===== src/rtl/sidbuf_pkg.sv =====
package sidbuf_pkg;
  localparam int ALIGN_W  = 11;
  localparam int SIZE_W   = 9;
  localparam int GEN_W    = 8;
  localparam int REG_AW   = 8;
  localparam logic [REG_AW-1:0] PTR_OFS  = 8'h64;
  localparam logic [REG_AW-1:0] STAT_OFS = 8'h68;

  function automatic logic [31:0] quad_addr(input logic [31-ALIGN_W:0] base,
                                            input logic [SIZE_W-1:0]    idx);
    return {base, {ALIGN_W{1'b0}}} + (32'(idx) << 2);
  endfunction

  function automatic logic [31:0] pack_status(input logic              err,
                                              input logic [GEN_W-1:0]  gen,
                                              input logic [SIZE_W-1:0] size);
    return {err, 7'b0, gen, 5'b0, size, 2'b0};
  endfunction
endpackage


===== src/rtl/sidbuf_regs.sv =====
module sidbuf_regs
  import sidbuf_pkg::*;
(
  input  logic                  clk,
  input  logic                  rst_n,
  input  logic                  reg_we,
  input  logic [REG_AW-1:0]     reg_addr,
  input  logic [31:0]           reg_wdata,
  output logic [31:0]           reg_rdata,
  input  logic                  bus_reset,
  input  logic                  err_flag,
  input  logic [SIZE_W-1:0]     size_cnt,
  output logic [31-ALIGN_W:0]   base_hi
);
  localparam logic [GEN_W-1:0] GEN_ONE = {{(GEN_W-1){1'b0}}, 1'b1};

  logic [31-ALIGN_W:0] ptr_q;
  logic [GEN_W-1:0]    gen_q;
  logic                ptr_wr;

  assign ptr_wr  = reg_we && (reg_addr == PTR_OFS);
  assign base_hi = ptr_q;

  always_ff @(posedge clk) begin
    if (!rst_n) begin
      ptr_q <= '0;
      gen_q <= '0;
    end else begin
      if (ptr_wr)    ptr_q <= reg_wdata[31:ALIGN_W];
      if (bus_reset) gen_q <= gen_q + GEN_ONE;
    end
  end

  always_comb begin
    case (reg_addr)
      PTR_OFS:  reg_rdata = {ptr_q, {ALIGN_W{1'b0}}};
      STAT_OFS: reg_rdata = pack_status(err_flag, gen_q, size_cnt);
      default:  reg_rdata = '0;
    endcase
  end

  always_comb begin
    if (rst_n && reg_addr == PTR_OFS)
      AST_PTR_LOW_ZERO: assert (reg_rdata[ALIGN_W-1:0] == '0);
  end

  AST_GEN_STEP: assert property (@(posedge clk) disable iff (!rst_n)
    bus_reset |=> gen_q == $past(gen_q) + GEN_ONE);
  AST_GEN_HOLD: assert property (@(posedge clk) disable iff (!rst_n)
    !bus_reset |=> $stable(gen_q));
endmodule


===== src/rtl/sidbuf_writer.sv =====
module sidbuf_writer
  import sidbuf_pkg::*;
(
  input  logic                clk,
  input  logic                rst_n,
  input  logic [31-ALIGN_W:0] base_hi,
  input  logic                sid_start,
  input  logic                sid_valid,
  input  logic [31:0]         sid_data,
  input  logic                sid_end,
  input  logic                sid_error,
  output logic                sid_ready,
  output logic                mem_valid,
  output logic [31:0]         mem_addr,
  output logic [31:0]         mem_data,
  input  logic                mem_ready,
  input  logic                mem_err,
  output logic                err_flag,
  output logic [SIZE_W-1:0]   size_cnt
);
  localparam logic [SIZE_W-1:0] SIZE_MAX = '1;
  localparam logic [SIZE_W-1:0] SIZE_ONE = {{(SIZE_W-1){1'b0}}, 1'b1};

  logic                active_q, pend_q, err_q, run_err_q;
  logic [31-ALIGN_W:0] base_q;
  logic [SIZE_W-1:0]   size_q;
  logic [31:0]         addr_q, data_q;

  // named events for the checks below
  logic start_evt, beat_evt, end_evt, full, issue_evt, drop_evt;
  logic done_evt, werr_evt, err_evt, clean_end;

  assign sid_ready = !pend_q;
  assign start_evt = sid_start && sid_ready;
  assign beat_evt  = active_q && sid_valid && sid_ready && !sid_start;
  assign end_evt   = active_q && sid_end && sid_ready && !sid_start;
  assign full      = (size_q == SIZE_MAX);
  assign issue_evt = beat_evt && !full;
  assign drop_evt  = beat_evt && full;
  assign done_evt  = pend_q && mem_ready;
  assign werr_evt  = done_evt && mem_err;
  assign err_evt   = (active_q && sid_error) || werr_evt || drop_evt;
  assign clean_end = end_evt && !run_err_q && !err_evt;

  always_ff @(posedge clk) begin
    if (!rst_n) begin
      active_q  <= 1'b0;
      pend_q    <= 1'b0;
      err_q     <= 1'b0;
      run_err_q <= 1'b0;
      base_q    <= '0;
      size_q    <= '0;
      addr_q    <= '0;
      data_q    <= '0;
    end else begin
      if (start_evt) begin
        active_q  <= 1'b1;
        base_q    <= base_hi;
        size_q    <= '0;
        run_err_q <= 1'b0;
      end else begin
        if (done_evt) size_q <= size_q + SIZE_ONE;
        if (err_evt)  run_err_q <= 1'b1;
        if (end_evt)  active_q <= 1'b0;
      end
      if (issue_evt) begin
        pend_q <= 1'b1;
        addr_q <= quad_addr(base_q, size_q);
        data_q <= sid_data;
      end else if (done_evt) begin
        pend_q <= 1'b0;
      end
      if (err_evt)        err_q <= 1'b1;
      else if (clean_end) err_q <= 1'b0;
    end
  end

  assign mem_valid = pend_q;
  assign mem_addr  = addr_q;
  assign mem_data  = data_q;
  assign err_flag  = err_q;
  assign size_cnt  = size_q;

  AST_ADDR_IN_REGION: assert property (@(posedge clk) disable iff (!rst_n)
    mem_valid |-> (mem_addr[31:ALIGN_W] == base_q) && (mem_addr[1:0] == 2'b00));
  AST_STALL: assert property (@(posedge clk) disable iff (!rst_n)
    mem_valid |-> !sid_ready);
  AST_HOLD_WRITE: assert property (@(posedge clk) disable iff (!rst_n)
    mem_valid && !mem_ready |=> mem_valid && $stable(mem_addr) && $stable(mem_data));
  AST_SIZE_ONLY_ON_ACCEPT: assert property (@(posedge clk) disable iff (!rst_n)
    !start_evt && !done_evt |=> $stable(size_q));
  AST_SIZE_START: assert property (@(posedge clk) disable iff (!rst_n)
    start_evt |=> size_q == '0);
  AST_ERR_ON_EVENT: assert property (@(posedge clk) disable iff (!rst_n)
    err_evt |=> err_flag);
  AST_START_KEEPS_ERR: assert property (@(posedge clk) disable iff (!rst_n)
    start_evt && err_flag |=> err_flag);
  AST_DROP_NO_WRITE: assert property (@(posedge clk) disable iff (!rst_n)
    drop_evt |=> !mem_valid && err_flag);

  always_comb begin
    if (rst_n) AST_NO_OVERFLOW: assert (!(full && issue_evt));
  end
endmodule


===== src/rtl/selfid_rx_buffer.sv =====
module selfid_rx_buffer
  import sidbuf_pkg::*;
(
  input  logic              clk,
  input  logic              rst_n,
  input  logic              reg_we,
  input  logic [REG_AW-1:0] reg_addr,
  input  logic [31:0]       reg_wdata,
  output logic [31:0]       reg_rdata,
  input  logic              bus_reset,
  input  logic              sid_start,
  input  logic              sid_valid,
  input  logic [31:0]       sid_data,
  input  logic              sid_end,
  input  logic              sid_error,
  output logic              sid_ready,
  output logic              mem_valid,
  output logic [31:0]       mem_addr,
  output logic [31:0]       mem_data,
  input  logic              mem_ready,
  input  logic              mem_err
);
  logic [31-ALIGN_W:0] base_hi;
  logic                err_flag;
  logic [SIZE_W-1:0]   size_cnt;

  sidbuf_regs u_regs (
    .clk(clk), .rst_n(rst_n), .reg_we(reg_we), .reg_addr(reg_addr),
    .reg_wdata(reg_wdata), .reg_rdata(reg_rdata), .bus_reset(bus_reset),
    .err_flag(err_flag), .size_cnt(size_cnt), .base_hi(base_hi)
  );

  sidbuf_writer u_writer (
    .clk(clk), .rst_n(rst_n), .base_hi(base_hi),
    .sid_start(sid_start), .sid_valid(sid_valid), .sid_data(sid_data),
    .sid_end(sid_end), .sid_error(sid_error), .sid_ready(sid_ready),
    .mem_valid(mem_valid), .mem_addr(mem_addr), .mem_data(mem_data),
    .mem_ready(mem_ready), .mem_err(mem_err),
    .err_flag(err_flag), .size_cnt(size_cnt)
  );

  AST_STATUS_RSVD_ZERO: assert property (@(posedge clk) disable iff (!rst_n)
    (reg_addr == STAT_OFS) |-> (reg_rdata[30:24] == '0) && (reg_rdata[15:11] == '0)
                             && (reg_rdata[1:0] == '0));
endmodule


===== config.mk =====
export PLATFORM = sky130hd
export DESIGN_NAME = selfid_rx_buffer
export DESIGN_NICKNAME = d
export VERILOG_FILES = /design/src/rtl/sidbuf_pkg.sv /design/src/rtl/sidbuf_regs.sv /design/src/rtl/sidbuf_writer.sv /design/src/rtl/selfid_rx_buffer.sv
export SDC_FILE = /design/constraint.sdc
export NUM_CORES = 1
export LEC_CHECK = 0
export ABC_AREA = 1
export ABC_CLOCK_PERIOD_IN_PS = 4500
export BUFFER_PORTS_ARGS = -buffer_cell sky130_fd_sc_hd__clkbuf_2
export CAP_MARGIN = 15
export CORE_MARGIN = 4
export CORE_UTILIZATION = 45
export DETAILED_ROUTE_END_ITERATION = 7
export PLACE_DENSITY = 0.72
export SLEW_MARGIN = 20
export SYNTH_ARGS = -nofsm -noshare
export SYNTH_HDL_FRONTEND = slang
export SYNTH_SLANG_ARGS = --single-unit

===== constraint.sdc =====
create_clock -name clk -period 4.5 [get_ports clk]
set_input_delay 0.45 -clock clk [delete_from_list [all_inputs] [get_ports clk]]
set_output_delay 0.45 -clock clk [all_outputs]
set_load 0.05 [all_outputs]

==> impl_metrics.toml, run 1 <==
[synthesis]
ys_top_cells_by_count = "nand2_1, nor2_1, inv_1"
avgSynthCellArea_um2 = 6.497
ys_seq_elements = 125
synth_cell_type_count = 25
yosysTopAreaCellShare = 0.4580
synth_edf_count = 0
ys_async_sr_fraction = 0
synthFlopType = "dfxtp_1"
synth_cells = 841
yosysMostFrequentCell = "nand2_1"
yosys.area.top_type = "dfxtp_1"
syn_area_um2 = 5464
synth_warnings = 0
yosysSeqAreaShare = 0.4580
synth.area.top_cells = "dfxtp_1, nand2_1, nor2_1, inv_1, a21oi_1"

[setup_path]
worstRegToRegCells = 10
crit_fanout = 67
cp.arrival_ns = 2.99
r2r_setup_slack_ns = 1.85
crit_type = "flip-flop to flip-flop"
r2r-start = "u_writer.size_cnt[0]"
cp-end-kind = "flip-flop"
crit_path_start_kind = "flip-flop"
reg2reg_to = "u_writer.mem_addr[5]"
cp.required_ns = 4.84

[drt]
via_per_inst = 4.426
wirelength_um = 13000
num_vias = 5068
drtIter0Drc = 249
post-route-drc-count = 0
drtAntennaViolNets = 0
routedWlPerCell_um = 11.35
drt-pass1-iter-count = 4

[placement]
dp.cells = 1113
gp_congestion = 0.8206
post-dp-hpwl_um = 8945
io_buffers = 164

[cells_and_area]
regArea_um2 = 2502
syn_to_final_growth_pct = 26.13
nets = 1074
diodes = 0
drive_above_1_share = 0.2026
multi_input_area_um2 = 2146
nFillCells = 1165
fin_cells = 1145

[sta]
max_slew_margin = 0.3614
drv_slew = 0
tightest_slew_ns = 0.9560
timing_hold_violations_final = 0
rsz0062_at_grt = "no"
post-route-min-period_ns = 2.652
whs_ns = 0.2681
post-route-period-util = 0.5893
tns_ns = 0
setup_viol_count_final = 0
clock_skew_ns = 0.008206
max_freq_mhz = 377.1

[pwr]
p_per_area_nw_per_um2 = 408.0
ir_drop_uv = 216.9
leakagePower_nw = 3.771

[floorplanning]
start_util = 0.4685
die_y_um = 118.2
core_area_um2 = 11660
fp.dieArea_um2 = 13970
rows = 39
die_w_um = 118.2
pin_count = 180

[cts]
clk_pin_slew_ns = 0.05
cts_resized = 0
cts.sinks = 125
htreeDepth = 4
cts-root-buf = "clkbuf_16"
tritoncts = "built"
clk_path_buf_depth = 2
hold_buffers = 0
cts_buffers = 17
post_cts_buffers = 0
clkLatencyLatePin_ns = 0.41

[global_route]
grt_pass1_vias = 4514
gr-total-overflow = 0
antenna_found_initial = 0
grt_pass1_wl_um = 21250
grt_max_degree = 74
grt_util_all_layers = 0.1838

[hold_path]
hold_depth = 3
hold_path_startpoint = "sid_data[12]"
min_delay_worst_endpoint = "u_writer.mem_data[12]"
min_path_type = "input pin to flip-flop"

[status]
outcome = "finished clean"

[run]
maxCapViolCount = 0
-- registers in the layout, indices dropped and copies added, names as in the netlist, 8 cells and up --
| name | flops |
|---|---|
| u_writer.base_q | 21 |
| u_regs.base_hi | 21 |
| u_writer.mem_data | 32 |
| u_writer.size_cnt | 9 |
| u_regs.gen_q | 8 |
| u_writer.mem_addr | 30 |
-- where the power goes --
group,internal [W],total (W),switching (W),leakage (nW)
Sequential,0.00115,0.00117,0.0000208,1.02
Combinational,0.0000789,0.000287,0.000208,2.45
Clock,0.000900,0.00135,0.000455,0.300
-- metrics by stage --
| stage | utilization | worst slack, ns | total power [W] | area, um^2 |
|---|---|---|---|---|
| final | 0.5909 | 1.848 | 0.002812 | 6892 |
| after CTS | 0.5909 | 1.828 | 0.002840 | 6892 |
| after global routing | 0.5909 | 1.573 | 0.002928 | 6892 |
| after floorplan | - | 2.174 | 0.001402 | 5475 |
| after global placement | 0.5395 | 1.877 | 0.001477 | 6292 |
| after detailed placement | 0.5395 | 1.873 | 0.001480 | 6292 |
-- area by class of cell --
cell class	count	area share
clock buffer	26	0.07534
multi-input combinational	514	0.3114
inverter	163	0.08878
clock inverter	6	0.01162
sequential	125	0.3631
timing repair buffer	168	0.1238
tap	143	0.02596
-- cell usage in the layout (no fill, tap or decap), types with 6 or more instances in the layout --
cell type / count
nand2_1: 199
a21oi_1: 40
clkbuf_16: 17
clkbuf_2: 163
nand3_1: 32
nor2_1: 187
o21ai_0: 29
o22ai_1: 9
dfxtp_1: 125
inv_1: 160
clkbuf_8: 6
-- worst max path at each step --
stage	start	end
final	u_writer.size_cnt[0]	u_writer.mem_addr[5]
after global routing	u_writer.size_cnt[0]	u_writer.mem_data[20]
after CTS	u_writer.size_cnt[0]	u_writer.mem_addr[5]
after detailed placement	u_writer.size_cnt[0]	u_writer.mem_data[1]
after global placement	u_writer.size_cnt[1]	u_writer.mem_addr[29]
after floorplan	reg_addr[7]	reg_rdata[16]
-- logic make-up after synthesis --
family / share of synthesized area
AND/OR/NAND/NOR: 0.3080
buffers and inverters: 0.1530
other: 0.0006863
AO/OA/AOI/OAI: 0.07350
adder cells (fa/ha/maj): 0.006870
flip-flops: 0.4580
-- worst max-delay path: stages (launching register included) --
cell and delay, ns:
dfxtp_1 0.32, ha_1 0.23, nand2_1 0.10, nor4_1 0.07, ha_1 0.20, inv_1 0.09
nand4_4 0.73, buf_4 0.54, nand2_1 0.10, nand2_1 0.05, nor2_1 0.11
-- metal layers --
layer	part of all wire	up-vias	global-route usage	wire, um
li1	-	2766	-	-
met1	0.47	2174	0.2334	6083
met2	0.47	122	0.2944	6070
met3	0.058	6	0.06399	755
met4	0.0067	0	0.05788	87
met5	0	-	0	0
No activity file was read; power rests on OpenSTA's default activity.
==> inputs of run 2 (changes only) <==
- ABC_CLOCK_PERIOD_IN_PS: 4500 -> 2800
- clock period: 4.5 -> 2.8 ns (I/O delays scaled with it)
==> run 2 against run 1 <==
Compared with the run above:
- first-iteration DRC count rose by 11%
- largest power group unchanged
- clock skew fell by 0.0028 ns
- combinational power rose by 62%
- highest routed layer unchanged
- final cell count rose by 0.17%
- wire length fell by 0.85%
- utilization rose by 0.26 points
- count of clock-buffer cells in the layout fell by 4
- sequential power rose by 61%
- worst setup slack got worse by 1.3 ns
- worst hold slack got worse by 0.17 ns
==> impl_metrics.toml, run 2 (synthesized netlist as in run 1, its figures left out) <==
[setup_path]
cp_top_family = "simple AND/OR/NAND/NOR gates"
critical_path.most_common_cell = "nand2_1"
path_cells = "ha_1 > nand2_1 > nor4_1 > ha_1 > inv_1 > nand4_4 > buf_12 > nand2_1 > nand2_1 > nor2_1"
cpMaxStageDelayCell = "dfxtp_1"
crit_path_start_kind = "flip-flop"
crit_fanout = 57
cp.arrival_ns = 2.51
cp-end-kind = "flip-flop"
slowest_delay_ns = 0.37
crit_type = "flip-flop to flip-flop"
worst-path-buf-inv = 2
cp.required_ns = 3.10

[cells_and_area]
drive_above_1_share = 0.2062
diodes = 0
nFillCells = 1166
syn_to_final_growth_pct = 26.68
nets = 1078
largest_reg_flops = 32
final_common_cell = "nand2_1"
final_cell_mix = "nand2_1, nor2_1, clkbuf_2"

[run]
maxCapViolCount = 0

[placement]
gp_congestion = 0.8165
dp_slack_ns = 0.6526
post-dp-hpwl_um = 9024
io_buffers = 164

[global_route]
antenna_found_initial = 0
gr-total-overflow = 0
grt_pass1_wl_um = 21370
grt_pass1_vias = 4575
grt_util_all_layers = 0.1850
grt_max_degree = 58

[drt]
post-route-drc-count = 0
via_per_inst = 4.474
num_vias = 5132
wirelength_um = 12890
routedWlPerCell_um = 11.23
drtIter0Drc = 276
drtAntennaViolNets = 0
drt-pass1-iter-count = 4

[cts]
cts-root-buf = "clkbuf_16"
htreeDepth = 4
cts.sinks = 125
hold_buffers = 0
cts_buffers = 17
post_cts_buffers = 0
tritoncts = "built"
clk_pin_slew_ns = 0.05
cts_resized = 0
clkLatencyLatePin_ns = 0.41
clk_path_buf_depth = 2

[floorplanning]
pin_count = 180
fp.dieArea_um2 = 13970
core_area_um2 = 11660
rows = 39
die_y_um = 118.2
die_w_um = 118.2
start_util = 0.4685

[sta]
post-route-period-util = 0.7890
max_freq_mhz = 452.7
tns_ns = 0
post-route-min-period_ns = 2.209
setup_ws_ns = 0.5908
timing_hold_violations_final = 0
max_slew_margin = 0.4026
setup_viol_count_final = 0
clock_skew_ns = 0.005403
drv_slew = 0
tightest_slew_ns = 0.8936
rsz0062_at_grt = "no"

[hold_path]
min_path_type = "input pin to flip-flop"

[pwr]
power_w = 0.004468
p_per_area_nw_per_um2 = 645.5
leakagePower_nw = 3.797
ir_drop_uv = 335.4

[status]
outcome = "finished clean"
## run 2: changes by cell type in the layout (fill, tap and decap cells not counted), sizes merged
cell and change:
buf +4, clkbuf -4, clkinv +1, inv +1
## run 2: stage by stage
stage          instance area, um^2  hold slack (ns)  cells    util
4_1_cts                       6922          0.07843   1147  0.5935
3_3_place_gp                  6347           0.4617   1117  0.5443
6_report                      6922          0.09401   1147  0.5935
2_1_floorplan                 5475           0.3700    844       -
5_1_grt                       6922          0.08676   1147  0.5935
3_5_place_dp                  6347           0.4670   1117  0.5443
## run 2: cell type report
type | instances | area, um^2 | share of cell area
Tap cell | 143 | 178.9 | 0.02585
Inverter | 163 | 611.8 | 0.08839
Sequential cell | 125 | 2502 | 0.3615
Clock inverter | 8 | 90.09 | 0.01302
Multi-Input combinational cell | 514 | 2146 | 0.3100
Timing Repair Buffer | 172 | 908.4 | 0.1312
Clock buffer | 22 | 484.2 | 0.06996
## run 2: final timing paths
| check | slack, ns | depth (start not counted) | endpoint | start |
|---|---|---|---|---|
| max | 0.59 | 10 | u_writer.mem_data[10] | u_writer.size_cnt[1] |
| max reg2reg | 0.59 | 10 | u_writer.mem_data[10] | u_writer.size_cnt[1] |
| min | 0.09 | 3 | u_writer.mem_data[9] | sid_data[9] |
| min reg2reg | 0.48 | 2 | u_writer.base_q[0] | u_regs.base_hi[0] |
## run 2: per-layer routing
| layer | GRT usage | wire length (um) |
|---|---|---|
| met1 | 0.2284 | 5895 |
| met2 | 0.3051 | 5926 |
| met3 | 0.05778 | 812 |
| met4 | 0.06667 | 251 |
| met5 | 0 | 0 |
## run 2: power by group
part / internal (W) / switching, W
Combinational: 0.000130 / 0.000335
Sequential: 0.00185 / 0.0000336
Clock: 0.00138 / 0.000740
## run 2: worst min-delay path, delay by kind of cell
kind | cells | cell delay (ns)
buffers and inverters | 1 | 0.07
AND/OR/NAND/NOR | 2 | 0.11
==> inputs of run 3 (changes only) <==
- ABC_CLOCK_PERIOD_IN_PS: 2800 -> 2000
- PLACE_DENSITY: 0.72 -> 0.75
- clock period: 2.8 -> 2 ns (I/O delays scaled with it)
==> run 3 against run 2 <==
Compared with the run above:
- design area is 4.1% higher
- via count grew 2.3%
- clock skew increased by 0.0014 ns
- combinational power up 50%
- critical path depth up 1
- die area unchanged
- global-route usage rose by 0.39 points
- critical endpoint is now u_writer.mem_data[14]
- highest routed layer unchanged
==> impl_metrics.toml, run 3 (synthesized netlist as in run 1, its figures left out) <==
[cts]
tritoncts = "built"
cts-root-buf = "clkbuf_16"
htreeDepth = 4
cts_buffers = 17
clkLatencyLatePin_ns = 0.41
cts.sinks = 125
clk_path_buf_depth = 2
clk_pin_slew_ns = 0.05

[setup_path]
cp.required_ns = 2.30
cpMaxStageDelayCell = "dfxtp_1"
cp-end-kind = "flip-flop"
r2r_setup_slack_ns = 0.07
r2r-start = "u_writer.size_cnt[0]"
worst-path-buf-inv = 3
critical_path.most_common_cell = "nand2_1"
path_cells = "ha_2 > nand2_1 > nor4_2 > ha_2 > inv_1 > nand4_4 > buf_12 > clkbuf_16 > nand2_1 > nand2_1 > nor2_1"
cp_top_family = "simple AND/OR/NAND/NOR gates"
crit_fanout = 21
critical_path.startpoint = "u_writer.size_cnt[0]"
crit_path_start_kind = "flip-flop"
crit_type = "flip-flop to flip-flop"
slowest_delay_ns = 0.36
cp.arrival_ns = 2.23

[hold_path]
min_path_type = "input pin to flip-flop"
hold_path_startpoint = "sid_data[0]"

[global_route]
grt_pass1_wl_um = 21780
gr-total-overflow = 0
antenna_found_initial = 1
grt_util_all_layers = 0.1889
grt_max_degree = 111
grt_pass1_vias = 4721

[cells_and_area]
fin_area_um2 = 7203
final_cell_mix = "nand2_1, nor2_1, clkbuf_2"
nets = 1094
largest_reg_flops = 32
syn_to_final_growth_pct = 31.83
utilization = 0.6176
final_common_cell = "nand2_1"
drive_above_1_share = 0.2165

[placement]
gp_congestion = 0.8195
post-dp-hpwl_um = 8941
post_dp_cell_area_um2 = 6412
io_buffers = 164

[floorplanning]
core_area_um2 = 11660
start_util = 0.4685
rows = 39
die_w_um = 118.2
pin_count = 180
fp.dieArea_um2 = 13970
die_y_um = 118.2

[drt]
drtAntennaViolNets = 0
post-route-drc-count = 0
routedWlPerCell_um = 11.87
num_vias = 5251
wirelength_um = 13830
drtIter0Drc = 360
via_per_inst = 4.507
drt-pass1-iter-count = 6

[sta]
post-route-period-util = 0.9642
post-route-min-period_ns = 1.928
max_freq_mhz = 518.6
setup_viol_count_final = 0
timing_hold_violations_final = 0
drv_slew = 0
clock_skew_ns = 0.006782

[status]
outcome = "finished clean"

[pwr]
p_per_area_nw_per_um2 = 871.9
ir_drop_uv = 559.0
leakagePower_nw = 3.919

[run]
maxCapViolCount = 0
-- run 3: cell types whose count changed in the layout (fill, tap and decap cells not counted), moves of 2 or more --
cell and change:
ha_2 +2, clkbuf_16 +4, buf_4 +2, dlygate4sd3_1 +5, buf_12 +5, ha_1 -2, clkbuf_1 +2
-- run 3: stage by stage --
stage	setup TNS, ns	hold WS [ns]	total power, W	std cells	setup WS [ns]
2_1_floorplan	0	0.2900	0.003155	844	0.1741
3_3_place_gp	0	0.4219	0.003333	1122	0.02908
3_5_place_dp	-0.003974	0.4293	0.003340	1122	-0.003110
4_1_cts	0	0.0002493	0.006301	1158	0.01548
5_1_grt	-1.171	0.009395	0.006526	1165	-0.05842
6_report	0	0.01527	0.006281	1165	0.07165
-- run 3: worst min-delay path, delay by kind of cell --
family | cells | cell delay, ns
buffers and inverters | 1 | 0.08
and+or+nand+nor | 2 | 0.11
-- run 3: worst paths after layout --
check,endpoint,depth (start not counted)
worst max-delay path,u_writer.mem_data[14],11
worst min-delay path,u_writer.mem_data[0],3
worst max register to register,u_writer.mem_data[14],11
worst min register to register,u_writer.base_q[17],2
-- run 3: routing by layer --
layer	track usage	vias up	share of wire
met4	0.07253	0	0.016
met1	0.2292	2275	0.45
met3	0.05683	20	0.057
met5	0	-	0
met2	0.3158	144	0.48
li1	-	2812	-
-- run 3: what timing repair did --
item,CTS,global route
gates resized for setup,2,8
setup buffers,0,1
hold endpoints to repair,5,0
hold buffers,5,0
pin swaps,0,3
gates cloned,0,5
setup endpoints to repair,10,61
-- run 3: layout make-up --
| cell class | count | area [um^2] |
|---|---|---|
| Antenna cell | 1 | 2.502 |
| Timing Repair Buffer | 187 | 1169 |
| Clock inverter | 8 | 90.09 |
| Inverter | 163 | 611.8 |
| Tap cell | 143 | 178.9 |
| Sequential cell | 125 | 2504 |
| Clock buffer | 23 | 478.0 |
| Fill cell | 1104 | 4459 |
| Multi-Input combinational cell | 515 | 2170 |
-- run 3: report_power, final --
part           leakage, nW  internal [W]  switching, W  total [W]
logic                 2.61      0.000213      0.000484   0.000697
clock network        0.286       0.00191       0.00104    0.00295
registers             1.02       0.00258     0.0000473    0.00263
total                 3.92       0.00471       0.00157    0.00628
